<file path="config.mk">
export PLATFORM = sky130hd
export DESIGN_NAME = i2c_tgt_ack_status
export DESIGN_NICKNAME = d
export VERILOG_FILES = /design/src/rtl/i2c_ack_pkg.sv /design/src/rtl/i2c_line_edges.sv /design/src/rtl/i2c_bit_track.sv /design/src/rtl/i2c_ack_ctrl.sv /design/src/rtl/i2c_tgt_ack_status.sv
export SDC_FILE = /design/constraint.sdc
export NUM_CORES = 1
export LEC_CHECK = 0
export CELL_PAD_IN_SITES_DETAIL_PLACEMENT = 0
export CELL_PAD_IN_SITES_GLOBAL_PLACEMENT = 2
export CORE_MARGIN = 2
export CORE_UTILIZATION = 26
export CTS_CLUSTER_DIAMETER = 100
export DETAILED_ROUTE_END_ITERATION = 6
export PLACE_DENSITY_LB_ADDON = 0.25
export REMOVE_ABC_BUFFERS = 1
export SYNTH_ARGS = -nofsm -noshare
export SYNTH_HDL_FRONTEND = slang
export SYNTH_SLANG_ARGS = --single-unit
</file>
<file path="constraint.sdc">
create_clock -name clk -period 1.85 [get_ports clk]
set_input_delay 0.37 -clock clk [delete_from_list [all_inputs] [get_ports clk]]
set_output_delay 0.37 -clock clk [all_outputs]
set_load 0.02 [all_outputs]
</file>
<file path="src/rtl/i2c_ack_pkg.sv">
package i2c_ack_pkg;

  typedef enum logic [1:0] {
    BK_IDLE = 2'd0,
    BK_ADDR = 2'd1,
    BK_DATA = 2'd2
  } byte_kind_t;

  // 1 = pull SDA low (ACK); a NACK request or a bus error releases it
  function automatic logic ack_pull_level(input logic nack_req, input logic err);
    return !(nack_req || err);
  endfunction

endpackage

</file>
<file path="src/rtl/i2c_line_edges.sv">
module i2c_line_edges (
  input  logic clk,
  input  logic rst,
  input  logic scl_i,
  input  logic sda_i,
  output logic scl_rise,
  output logic scl_fall,
  output logic start_det,
  output logic stop_det,
  output logic sda_lvl
);

  logic scl_q, scl_qq, sda_q, sda_qq;

  always_ff @(posedge clk) begin
    if (rst) begin
      scl_q  <= 1'b1;
      scl_qq <= 1'b1;
      sda_q  <= 1'b1;
      sda_qq <= 1'b1;
    end else begin
      scl_q  <= scl_i;
      scl_qq <= scl_q;
      sda_q  <= sda_i;
      sda_qq <= sda_q;
    end
  end

  always_comb begin
    scl_rise  = scl_q && !scl_qq;
    scl_fall  = !scl_q && scl_qq;
    start_det = scl_q && scl_qq && sda_qq && !sda_q;
    stop_det  = scl_q && scl_qq && !sda_qq && sda_q;
    sda_lvl   = sda_q;
  end

endmodule

</file>
<file path="src/rtl/i2c_bit_track.sv">
module i2c_bit_track #(
  parameter int BITS_PER_BYTE = 8
) (
  input  logic clk,
  input  logic rst,
  input  logic scl_rise,
  input  logic scl_fall,
  input  logic start_det,
  input  logic stop_det,
  output logic ack_window,
  output logic byte_done,
  output logic ack_rise,
  output logic ack_end,
  output logic last_bit_rise
);

  localparam int BIT_W = $clog2(BITS_PER_BYTE + 1);
  localparam logic [BIT_W-1:0] LAST_BIT = BIT_W'(BITS_PER_BYTE);
  localparam logic [BIT_W-1:0] PRE_LAST = BIT_W'(BITS_PER_BYTE - 1);

  logic [BIT_W-1:0] bit_cnt;
  logic             ack_tail;

  always_comb begin
    byte_done     = scl_fall && (bit_cnt == LAST_BIT) && !ack_window;
    ack_rise      = scl_rise && ack_window;
    ack_end       = scl_fall && ack_tail;
    last_bit_rise = scl_rise && !ack_window && (bit_cnt == PRE_LAST);
  end

  always_ff @(posedge clk) begin
    if (rst) begin
      bit_cnt    <= '0;
      ack_window <= 1'b0;
      ack_tail   <= 1'b0;
    end else if (start_det || stop_det) begin
      bit_cnt    <= '0;
      ack_window <= 1'b0;
      ack_tail   <= 1'b0;
    end else begin
      if (ack_rise) begin
        bit_cnt    <= '0;
        ack_window <= 1'b0;
        ack_tail   <= 1'b1;
      end else if (scl_rise && bit_cnt != LAST_BIT) begin
        bit_cnt <= bit_cnt + 1'b1;
      end
      if (byte_done) ack_window <= 1'b1;
      if (scl_fall)  ack_tail   <= 1'b0;
    end
  end

endmodule

</file>
<file path="src/rtl/i2c_ack_ctrl.sv">
module i2c_ack_ctrl
  import i2c_ack_pkg::*;
#(
  parameter int CNT_W = 8
) (
  input  logic             clk,
  input  logic             rst,
  input  logic             start_det,
  input  logic             stop_det,
  input  logic             sda_lvl,
  input  logic             byte_done,
  input  logic             ack_rise,
  input  logic             ack_end,
  input  logic             last_bit_rise,
  input  logic             addr_match,
  input  logic [CNT_W-1:0] byte_cnt,
  input  logic             rx_full,
  input  logic             tx_empty,
  input  logic             ack_cnt_nack,
  input  logic             ack_dat_nack,
  input  logic             no_stretch,
  input  logic             bus_err,
  input  logic             stretch_rel,
  input  logic             ovf_clr,
  input  logic             unf_clr,
  output logic             sda_pull,
  output logic             ack_status,
  output logic             stretch_req,
  output logic             rx_ovf,
  output logic             tx_unf
);

  byte_kind_t kind;
  logic       sel, matched, rd_mode;
  logic       cnt_zero, data_nack, tx_due;

  always_comb begin
    cnt_zero  = (byte_cnt == '0);
    data_nack = cnt_zero ? ack_cnt_nack : ack_dat_nack;
    tx_due    = sel && rd_mode && ((kind == BK_ADDR) ? sda_pull : !ack_status);
  end

  always_ff @(posedge clk) begin
    if (rst) begin
      kind        <= BK_IDLE;
      sel         <= 1'b0;
      matched     <= 1'b0;
      rd_mode     <= 1'b0;
      sda_pull    <= 1'b0;
      ack_status  <= 1'b0;
      stretch_req <= 1'b0;
      rx_ovf      <= 1'b0;
      tx_unf      <= 1'b0;
    end else begin
      // clears first so that a same-cycle set wins
      if (stretch_rel) stretch_req <= 1'b0;
      if (ovf_clr)     rx_ovf      <= 1'b0;
      if (unf_clr)     tx_unf      <= 1'b0;

      if (start_det) begin
        kind     <= BK_ADDR;
        matched  <= 1'b0;
        sel      <= 1'b0;
        sda_pull <= 1'b0;
      end else if (stop_det) begin
        kind     <= BK_IDLE;
        sel      <= 1'b0;
        sda_pull <= 1'b0;
      end else begin
        if (addr_match && kind == BK_ADDR) matched <= 1'b1;
        if (last_bit_rise && kind == BK_ADDR) rd_mode <= sda_lvl;

        if (byte_done) begin
          if (kind == BK_ADDR) begin
            if (matched || addr_match) begin
              sel      <= 1'b1;
              sda_pull <= ack_pull_level(ack_dat_nack, bus_err);
            end
          end else if (kind == BK_DATA && sel && !rd_mode) begin
            sda_pull <= ack_pull_level(data_nack, bus_err);
            if (rx_full) begin
              if (no_stretch) rx_ovf      <= 1'b1;
              else            stretch_req <= 1'b1;
            end
          end
        end

        if (ack_rise && kind == BK_DATA && sel && rd_mode) ack_status <= sda_lvl;

        if (ack_end) begin
          sda_pull <= 1'b0;
          if (kind == BK_ADDR) begin
            kind <= BK_DATA;
            if (!sda_pull) sel <= 1'b0;
          end
          if (tx_due && tx_empty) begin
            if (no_stretch) tx_unf      <= 1'b1;
            else            stretch_req <= 1'b1;
          end
        end
      end
    end
  end

endmodule

</file>
<file path="src/rtl/i2c_tgt_ack_status.sv">
module i2c_tgt_ack_status #(
  parameter int CNT_W         = 8,
  parameter int BITS_PER_BYTE = 8
) (
  input  logic             clk,
  input  logic             rst,
  input  logic             scl_i,
  input  logic             sda_i,
  input  logic             addr_match,
  input  logic [CNT_W-1:0] byte_cnt,
  input  logic             rx_full,
  input  logic             tx_empty,
  input  logic             ack_cnt_nack,
  input  logic             ack_dat_nack,
  input  logic             no_stretch,
  input  logic             bus_err,
  input  logic             stretch_rel,
  input  logic             ovf_clr,
  input  logic             unf_clr,
  output logic             sda_drive_low,
  output logic             ack_window,
  output logic             ack_status,
  output logic             stretch_req,
  output logic             rx_ovf,
  output logic             tx_unf
);

  logic scl_rise, scl_fall, start_det, stop_det, sda_lvl;
  logic byte_done, ack_rise, ack_end, last_bit_rise;

  i2c_line_edges u_edges (
    .clk       (clk),
    .rst       (rst),
    .scl_i     (scl_i),
    .sda_i     (sda_i),
    .scl_rise  (scl_rise),
    .scl_fall  (scl_fall),
    .start_det (start_det),
    .stop_det  (stop_det),
    .sda_lvl   (sda_lvl)
  );

  i2c_bit_track #(.BITS_PER_BYTE(BITS_PER_BYTE)) u_track (
    .clk           (clk),
    .rst           (rst),
    .scl_rise      (scl_rise),
    .scl_fall      (scl_fall),
    .start_det     (start_det),
    .stop_det      (stop_det),
    .ack_window    (ack_window),
    .byte_done     (byte_done),
    .ack_rise      (ack_rise),
    .ack_end       (ack_end),
    .last_bit_rise (last_bit_rise)
  );

  i2c_ack_ctrl #(.CNT_W(CNT_W)) u_ack (
    .clk           (clk),
    .rst           (rst),
    .start_det     (start_det),
    .stop_det      (stop_det),
    .sda_lvl       (sda_lvl),
    .byte_done     (byte_done),
    .ack_rise      (ack_rise),
    .ack_end       (ack_end),
    .last_bit_rise (last_bit_rise),
    .addr_match    (addr_match),
    .byte_cnt      (byte_cnt),
    .rx_full       (rx_full),
    .tx_empty      (tx_empty),
    .ack_cnt_nack  (ack_cnt_nack),
    .ack_dat_nack  (ack_dat_nack),
    .no_stretch    (no_stretch),
    .bus_err       (bus_err),
    .stretch_rel   (stretch_rel),
    .ovf_clr       (ovf_clr),
    .unf_clr       (unf_clr),
    .sda_pull      (sda_drive_low),
    .ack_status    (ack_status),
    .stretch_req   (stretch_req),
    .rx_ovf        (rx_ovf),
    .tx_unf        (tx_unf)
  );

endmodule

</file>
* Word-level counts from Yosys, hierarchy flattened
Cells that the tools add are included.
** Storage, ports and cells
- Register bits :: 20
- Bits of input ports :: 22
- Output and inout bits :: 6
- Word-level logic and storage cells :: 122
** Cells by class
- Add/subtract/negate cells :: 1
- Equality and inequality tests :: 6
- Muxes and demuxes :: 42
- Bitwise logic cells :: 2
- Reductions and logical operators :: 54
** Operators by type and width (number)
- $mux W1 :: 42
- $logic_and A1 B1 Y1 :: 24
- $logic_not A1 Y1 :: 9
- $reduce_and A3 Y1 :: 3
- $reduce_or A3 Y1 :: 3
- $logic_not A8 Y1 :: 1
- $reduce_and A2 Y1 :: 3
- $reduce_bool A3 Y1 :: 2
- $add A4 B1 Y4 const B :: 1
- $eq A4 B3 Y1 const B :: 1
- $eq A4 B4 Y1 const B :: 1
- $logic_or A1 B1 Y1 :: 4
- $ne A4 B4 Y1 const B :: 1
- $reduce_bool A2 Y1 :: 2
- $reduce_or A2 Y1 :: 2
- $reduce_or A4 Y1 :: 1
- $eq A2 B1 Y1 const B :: 1
- $eq A2 B2 Y1 const B :: 1
- $ne A2 B2 Y1 const B :: 1
- $not A1 Y1 :: 2

* Depth between registers and ports, before layout
Gate-level depths: netlist of the first run.
- Word-level depth :: 11
- Mapped depth :: 7
- Gate-level depth less buffers :: 7

* Hierarchy
A second synthesis of the first run with hierarchy kept.
** Second synthesis, totals
- Cells, all modules :: 107
- Area, all modules :: 935.9 µm²
** Modules (own cells, without submodules)
- i2c_ack_ctrl :: instances 1, cells an instance 60, area an instance 496.7 µm², sequential area each 200.2 µm²
- i2c_bit_track :: instances 1, cells an instance 35, area an instance 301.5 µm², sequential area each 120.1 µm²
- i2c_line_edges :: instances 1, cells an instance 12, area an instance 137.6 µm², sequential area each 80.1 µm²

* Least setup slack after synthesis of the first run
Ideal clock, no wire load.
- Path kind :: input to register
- Start :: in byte_cnt[1]
- End :: reg u_ack.sda_pull
- Setup time :: 0.066 ns
- Arrival :: 1.446 ns
- Required time :: 1.784 ns
- Setup slack :: 0.338 ns
- Cell stages on the path :: 5
- Buffers on the path :: 0
- Cell sequence :: nor4_2 > nand3_1 > mux2_1 > or3_1 > a21oi_2
** On the way
- Longest elaborated chain between the ends :: 6
** RTL lines
- from (decl) :: line i2c_tgt_ack_status.sv:10 : input logic [CNT_W-1:0] byte_cnt,
- $logic_not A8 Y1 :: line i2c_ack_ctrl.sv:38 : cnt_zero = (byte_cnt == '0);
- $mux W1 :: line i2c_ack_ctrl.sv:39 : data_nack = cnt_zero ? ack_cnt_nack : ack_dat_nack;
- $logic_or A1 B1 Y1 :: line i2c_ack_pkg.sv:11 : return !(nack_req || err);
- $logic_not A1 Y1 :: line i2c_ack_pkg.sv:11
- $mux W1 :: line i2c_ack_ctrl.sv:79 : end else if (kind == BK_DATA && sel && !rd_mode) begin
- $mux W1 :: line i2c_ack_ctrl.sv:74 : if (kind == BK_ADDR) begin
- to (signal assigned) :: line i2c_ack_ctrl.sv:77 : sda_pull <= ack_pull_level(ack_dat_nack, bus_err);
- to (signal assigned) :: line i2c_ack_ctrl.sv:80 : sda_pull <= ack_pull_level(data_nack, bus_err);
- to (decl) :: line i2c_ack_ctrl.sv:26 : output logic sda_pull,
Every way passes these cells. The select of a mux whose other input is x is not followed.
A chain may end at the register's enable or synchronous reset.

* Final worst setup path of the first run
- Start :: reg u_ack.sda_pull
- End :: out sda_drive_low
** RTL lines
- to (decl) :: line i2c_tgt_ack_status.sv:20 : output logic sda_drive_low,
No word-level cell between the ends.

==> results of run 1 <==
tightest hold or removal path: cells and delay by family (launching register included):
family	cells	cell delay, ns
AND/OR/NAND/NOR	1	0.05
flip-flops	1	0.33
AO/OA/AOI/OAI	1	0.05
power by group through the flow:
stage | Combinational [mW] | Sequential (mW) | Clock [mW]
after detailed placement | 0.0953 | 0.457 | 0
after floorplan | 0.0349 | 0.454 | 0
final | 0.0945 | 0.447 | 0.360
after global placement | 0.0946 | 0.456 | 0
after global routing | 0.105 | 0.449 | 0.387
after CTS | 0.0962 | 0.447 | 0.374
flip-flops by register name, indices dropped and copies added, names as in the netlist:
register,flops
u_track.bit_cnt,4
u_ack.kind,2
u_ack.ack_status,1
u_ack.matched,1
u_ack.rd_mode,1
u_ack.rx_ovf,1
u_ack.sda_pull,1
u_ack.sel,1
u_ack.stretch_req,1
u_ack.tx_unf,1
u_edges.scl_q,1
u_edges.scl_qq,1
u_edges.sda_lvl,1
u_edges.sda_qq,1
u_track.ack_tail,1
u_track.ack_window,1
per-stage QoR:
step | TNS, ns | util | cells
final | 0 | 0.391 | 184
after global routing | 0 | 0.391 | 184
after CTS | 0 | 0.390 | 184
after detailed placement | -0.178 | 0.375 | 180
after global placement | -0.141 | 0.375 | 180
after floorplan | 0 | - | 106
metal layers:
| layer | part of all wire | routed length, µm |
|---|---|---|
| met2 | 0.44 | 957 |
| met4 | 0.0096 | 21 |
| met1 | 0.48 | 1050 |
| met3 | 0.073 | 160 |
| met5 | 0 | 0 |
kinds of logic after synthesis:
group                      Yosys count
muxes                                4
AOI/OAI and AO/OA                   14
and+or+nand+nor                     60
adders and majority gates            2
buffers and inverters                4
xor gates and xnor gates             3
DFF                                 20
what timing repair did:
| item | in CTS | in global routing |
|---|---|---|
| resized for setup | 0 | 1 |
| setup endpoints to repair | 0 | 1 |
| hold buffers | 0 | 0 |
| buffers inserted | 0 | 0 |
cells in the final DEF (no fill, tap or decap), types with 2 or more instances in the layout:
| master | n |
|---|---|
| dfxtp_1 | 20 |
| mux2i_1 | 3 |
| nor3b_1 | 2 |
| nand3_1 | 2 |
| a21oi_1 | 6 |
| nand2b_1 | 4 |
| nor2_1 | 17 |
| ha_1 | 2 |
| nor4_2 | 2 |
| nand3b_1 | 2 |
| nor2b_1 | 4 |
| xnor2_1 | 2 |
| inv_1 | 3 |
| clkbuf_4 | 3 |
| or2_2 | 6 |
| clkdlybuf4s50_1 | 26 |
| nand2_1 | 10 |
| nor3_1 | 4 |
final timing paths:
path	start	end	slack (ns)	cells past startpoint
hold / removal	u_track.ack_tail$_SDFFE_PP0P_	u_track.ack_tail$_SDFFE_PP0P_	0.47	2
hold reg to reg	u_track.ack_tail$_SDFFE_PP0P_	u_track.ack_tail$_SDFFE_PP0P_	0.47	2
setup / recovery	u_ack.sda_pull$_SDFFE_PP0P_	sda_drive_low	0.15	1
setup reg to reg	u_track.bit_cnt[0]$_SDFFE_PP0P_	u_ack.sda_pull$_SDFFE_PP0P_	0.26	7
final cells by class:
type	instances	area, µm²	share of cell area
timing repair buffer	28	280	0.212
clock inverter	1	30.0	0.0227
inverter	3	11.3	0.00850
tap	46	57.6	0.0434
multi-input combinational	83	523	0.395
sequential	20	400	0.302
clock buffer	3	22.5	0.0170
==> flow_summary.toml, run 1 <==
[synth]
yosysSeqAreaShare = 0.427
synth-main-ff-cell = "dfxtp_1"
yosys-top-cells-area = "dfxtp_1 43%, nor2_1 6.8%, nand2_1 4.0%"
syn-instance-count = 107
ys_seq_elements = 20
synth_top_cell_area_share = 0.427
synth_fa_ha_area_frac = 0.0267
yosys-top-cells-count = "20 x dfxtp_1, 17 x nor2_1, 10 x nand2_1, 6 x a21oi_1, 6 x or2_2"
ys_warn_count = 0
synth_xor_area_frac = 0.0280
synthesis.area_um2 = 938
async_flop_share = 0
syn_area_per_cell_um2 = 8.77
yosysTopAreaCell = "dfxtp_1"
muxShareOfSynthArea = 0.0440
synth_top_family_by_area = "simple AND/OR/NAND/NOR gates"
synth-edff-count = 0
synth_simple_gate_area_share = 0.355
yosysMostFrequentCell = "dfxtp_1"
synth_compound_area_frac = 0.104
synthDistinctLibCells = 34

[finish]
areaGrowthSynthToFinish_pct = 41.2
fill_cells = 348
fin_nets = 163
stdcell_area_mm2 = 0.00133
n_antenna_cell = 0
layout-drive-gt1-share = 0.130

[clocking]
clock-sinks = 20
htreeDepth = 1
clock_latency_ns = 0.30
cts_tree = "done"
clk_pin_slew_ns = 0.12
cts.path.max_buffers = 2
numCtsBuffers = 3
root_buffer = "clkbuf_4"

[grt]
use_met2 = 0.193
overflow = 0
track_usage = 0.118
met3_usage = 0.0440
grt_pass1_vias = 867
grt_max_degree = 13
antenna_found_initial = 0
grt_first_pass_wirelength_um = 3790
grt-busiest-layer = "met2"
use_met1 = 0.147

[timing]
clock.fmax_mhz = 590
skew_ns = 0.00424
tightest_slew_ns = 0.362
setup_viol = 0
worst_slack_ns = 0.154
slew_headroom = 0.756
final-max-slew-violation-count = 0
hold_viol = 0
holdWs_ns = 0.468
rsz0062_at_grt = "false"
fin_crit_sh = 0.916
period_needed_ns = 1.70

[place]
pre_cts_ws_ns = -0.178
hpwl_um = 1700
portBuffers = 27
gp_congestion = 0.799
dpl_cell_area_mm2 = 0.00127

[routing]
dr.first_iter.drc_count = 12
drc = 0
routed_wl_um = 2190
firstDrtPassIters = 4
vias_per_cell = 4.68
antenna_left = 0
num_vias = 861
avgRoutedWirePerCell_um = 11.9

[critical_path]
crit_required_ns = 1.48
endpoint_kind = "output port"
startpoint_type = "flip-flop"
worstSetupPathType = "reg2out"
cpMaxStageDelayCell = "clkdlybuf4s50_1"
crit_chain = "clkdlybuf4s50_1"
slowest_delay_ns = 0.62
cp.arrival_ns = 1.33
crit_family = "buffers and inverters"
path_buf_inv = 1
crit_fanout = 4

[pwr]
pwr-share-comb = 0.105
power-per-cell-area_mw_per_mm2 = 681
p_leak_nw = 0.464
power.share.clock = 0.399
ir_worst_vdd_uv = 414
swShare = 0.207
sequentialPowerShare = 0.496
switching_power_uw = 186
internal_power_uw = 715
p_total_uw = 902

[die]
num_rows = 21
pin_count = 28
die_w_um = 64.1
core-area_mm2 = 0.00339
die_area_mm2 = 0.00411
start_util = 0.277
fp.dieH_um = 64.1

[hold_path]
holdCritPathClass = "reg2reg"

[flow_run]
cap_violations = 0

[status]
status = "completed"
Note: power is estimated with default switching activity, not from simulation.
==> run 2: changes to the inputs <==
--- a/config.mk
+++ b/config.mk
@@ -10,6 +10,7 @@
 export CORE_MARGIN = 2
 export CORE_UTILIZATION = 26
 export CTS_CLUSTER_DIAMETER = 100
+export CTS_CLUSTER_SIZE = 10
 export DETAILED_ROUTE_END_ITERATION = 6
 export PLACE_DENSITY_LB_ADDON = 0.25
 export REMOVE_ABC_BUFFERS = 1
==> results of run 2 <==
Same layout as run 1: the final DEF is identical, and so are final timing and power.
==> run 3: changes to the inputs <==
--- a/config.mk
+++ b/config.mk
@@ -5,14 +5,13 @@
 export SDC_FILE = /design/constraint.sdc
 export NUM_CORES = 1
 export LEC_CHECK = 0
-export CELL_PAD_IN_SITES_DETAIL_PLACEMENT = 0
-export CELL_PAD_IN_SITES_GLOBAL_PLACEMENT = 2
 export CORE_MARGIN = 2
-export CORE_UTILIZATION = 26
+export CORE_UTILIZATION = 42
 export CTS_CLUSTER_DIAMETER = 100
 export CTS_CLUSTER_SIZE = 10
 export DETAILED_ROUTE_END_ITERATION = 6
 export PLACE_DENSITY_LB_ADDON = 0.25
+export RECOVER_POWER = 25
 export REMOVE_ABC_BUFFERS = 1
 export SYNTH_ARGS = -nofsm -noshare
 export SYNTH_HDL_FRONTEND = slang
==> run 3 against run 2 <==
Net effect:
- first-iteration DRC count is 8.3% lower
- combinational power is 3.4% lower
- register-to-register slack worse by 0.02 ns
- global-route usage is 6.3 points higher
- critical path depth stayed put
- wire length is 7.2% lower
- setup slack worse by 0.014 ns
- sequential share of layout area is 1.0 points higher
- sequential cell count stayed put
- power is 12% lower
- largest cell class unchanged
==> flow_summary.toml, run 3 (same netlist as run 1, synthesis figures left out) <==
[clocking]
post_cts_resized = 0
clock-sinks = 20
numCtsBuffers = 3
cts_setup_buffers = 0
root_buffer = "clkbuf_4"
clk_pin_slew_ns = 0.12
clock_latency_ns = 0.30
htreeDepth = 1
cts.path.max_buffers = 2
cts_tree = "done"
hold_buffers = 0

[place]
gp_congestion = 0.786
portBuffers = 27
numPlacedInstances = 162
hpwl_um = 1600
dpl_cell_area_mm2 = 0.00125

[hold_path]
min_path_cells = 2
holdCritPathClass = "reg2reg"
min-delay-start = "u_track.ack_tail$_SDFFE_PP0P_"
min_to = "u_track.ack_tail$_SDFFE_PP0P_"

[routing]
routed_wl_um = 2040
num_vias = 873
avgRoutedWirePerCell_um = 12.3
drc = 0
vias_per_cell = 5.26
antenna_left = 0
firstDrtPassIters = 3
dr.first_iter.drc_count = 11

[timing]
rsz0062_at_grt = "false"
hold_viol = 0
clock.fmax_mhz = 585
fin_crit_sh = 0.924
setup_viol = 0
final-max-slew-violation-count = 0
slew_headroom = 0.661
holdWs_ns = 0.470
period_needed_ns = 1.71
skew_ns = 0.00863
tightest_slew_ns = 0.508

[critical_path]
slowest_delay_ns = 0.62
r2r_start = "u_track.bit_cnt[0]$_SDFFE_PP0P_"
worstSetupPathType = "reg2out"
crit_family = "buffers and inverters"
cp.arrival_ns = 1.34
path_buf_inv = 1
crit_chain = "clkdlybuf4s50_1"
ff2ff_setup_slack_ns = 0.24
reg2reg_to = "u_ack.sda_pull$_SDFFE_PP0P_"
startpoint_type = "flip-flop"
crit_fanout = 4
crit_required_ns = 1.48
cpMaxStageDelayCell = "clkdlybuf4s50_1"
endpoint_kind = "output port"
worst-r2r-cell-count = 7

[die]
core-area_mm2 = 0.00217
fp.dieH_um = 51.3
die_w_um = 51.3
num_rows = 17
die_area_mm2 = 0.00263
start_util = 0.433
pin_count = 28

[flow_run]
cap_violations = 0

[grt]
overflow = 0
antenna_found_initial = 0
grt_first_pass_wirelength_um = 3520
grt_max_degree = 13
grt_pass1_vias = 829
track_usage = 0.181

[pwr]
internal_power_uw = 615
p_leak_nw = 0.453
ir_worst_vdd_uv = 392
pwr-share-comb = 0.115
swShare = 0.224
sequentialPowerShare = 0.563
power-per-cell-area_mw_per_mm2 = 618
switching_power_uw = 178
power.share.clock = 0.322

[finish]
top_regs = "u_track.bit_cnt: 4 flops, u_ack.kind: 2 flops"
fin_nets = 163
multi_input_area_um2 = 523
n_antenna_cell = 0
ff_latch_area_um2 = 400
mostFrequentLayoutCells = "25 x clkdlybuf4s50_1, 20 x dfxtp_1, 17 x nor2_1"
top_register = "u_track.bit_cnt"
largest_register_ffs = 4
stdcell_count = 166
finalCoreUtilization = 0.591
areaGrowthSynthToFinish_pct = 36.7
stdcell_area_mm2 = 0.00128
fill_cells = 216
layout-drive-gt1-share = 0.123
final_common_cell = "clkdlybuf4s50_1"

[status]
status = "completed"
[run 3: metal layers]
layer | routed length [µm] | part of all wire | vias up | track usage
met5 | 0 | 0 | - | 0
met2 | 920 | 0.45 | 22 | 0.299
met1 | 979 | 0.48 | 414 | 0.222
met4 | 25 | 0.012 | 0 | 0.0921
met3 | 110 | 0.054 | 4 | 0.0380
li1 | - | - | 433 | -
[run 3: tightest hold or removal path, cell delays in order (launching register included)]
cell     delay (ns)
dfxtp_1        0.32
nand2_1        0.05
a21oi_1        0.06
[run 3: per-stage QoR]
step           TNS (ns)  total power, mW  worst slack (ns)
2_1_floorplan         0            0.489             0.338
3_3_place_gp     -0.129            0.547            -0.129
3_5_place_dp     -0.187            0.550            -0.187
4_1_cts               0            0.802            0.0409
5_1_grt               0            0.833            0.0808
6_report              0            0.793             0.140
[run 3: worst max-delay path by stage]
| stage | end | start | slack [ns] | depth (start not counted) |
|---|---|---|---|---|
| 2_1_floorplan | u_ack.sda_pull$_SDFFE_PP0P_ | byte_cnt[1] | 0.34 | 5 |
| 3_3_place_gp | u_ack.sda_pull$_SDFFE_PP0P_ | byte_cnt[0] | -0.13 | 6 |
| 3_5_place_dp | u_ack.sda_pull$_SDFFE_PP0P_ | byte_cnt[0] | -0.19 | 6 |
| 4_1_cts | ack_window | u_track.ack_window$_SDFFE_PP0P_ | 0.04 | 1 |
| 5_1_grt | sda_drive_low | u_ack.sda_pull$_SDFFE_PP0P_ | 0.08 | 1 |
| 6_report | sda_drive_low | u_ack.sda_pull$_SDFFE_PP0P_ | 0.14 | 1 |
[run 3: layout make-up]
cell class | instances | share of cell area
Multi-Input combinational cell | 83 | 0.408
Sequential cell | 20 | 0.312
Timing Repair Buffer | 28 | 0.216
Clock buffer | 4 | 0.0283
Tap cell | 28 | 0.0273
Inverter | 3 | 0.00878
[run 3: power by group through the flow]
stage	logic (mW)	clock network, mW	registers (mW)
global placement	0.0914	0	0.456
global route	0.101	0.284	0.448
detailed placement	0.0933	0	0.456
floorplan	0.0349	0	0.454
finish	0.0913	0.255	0.447
CTS	0.0936	0.262	0.447
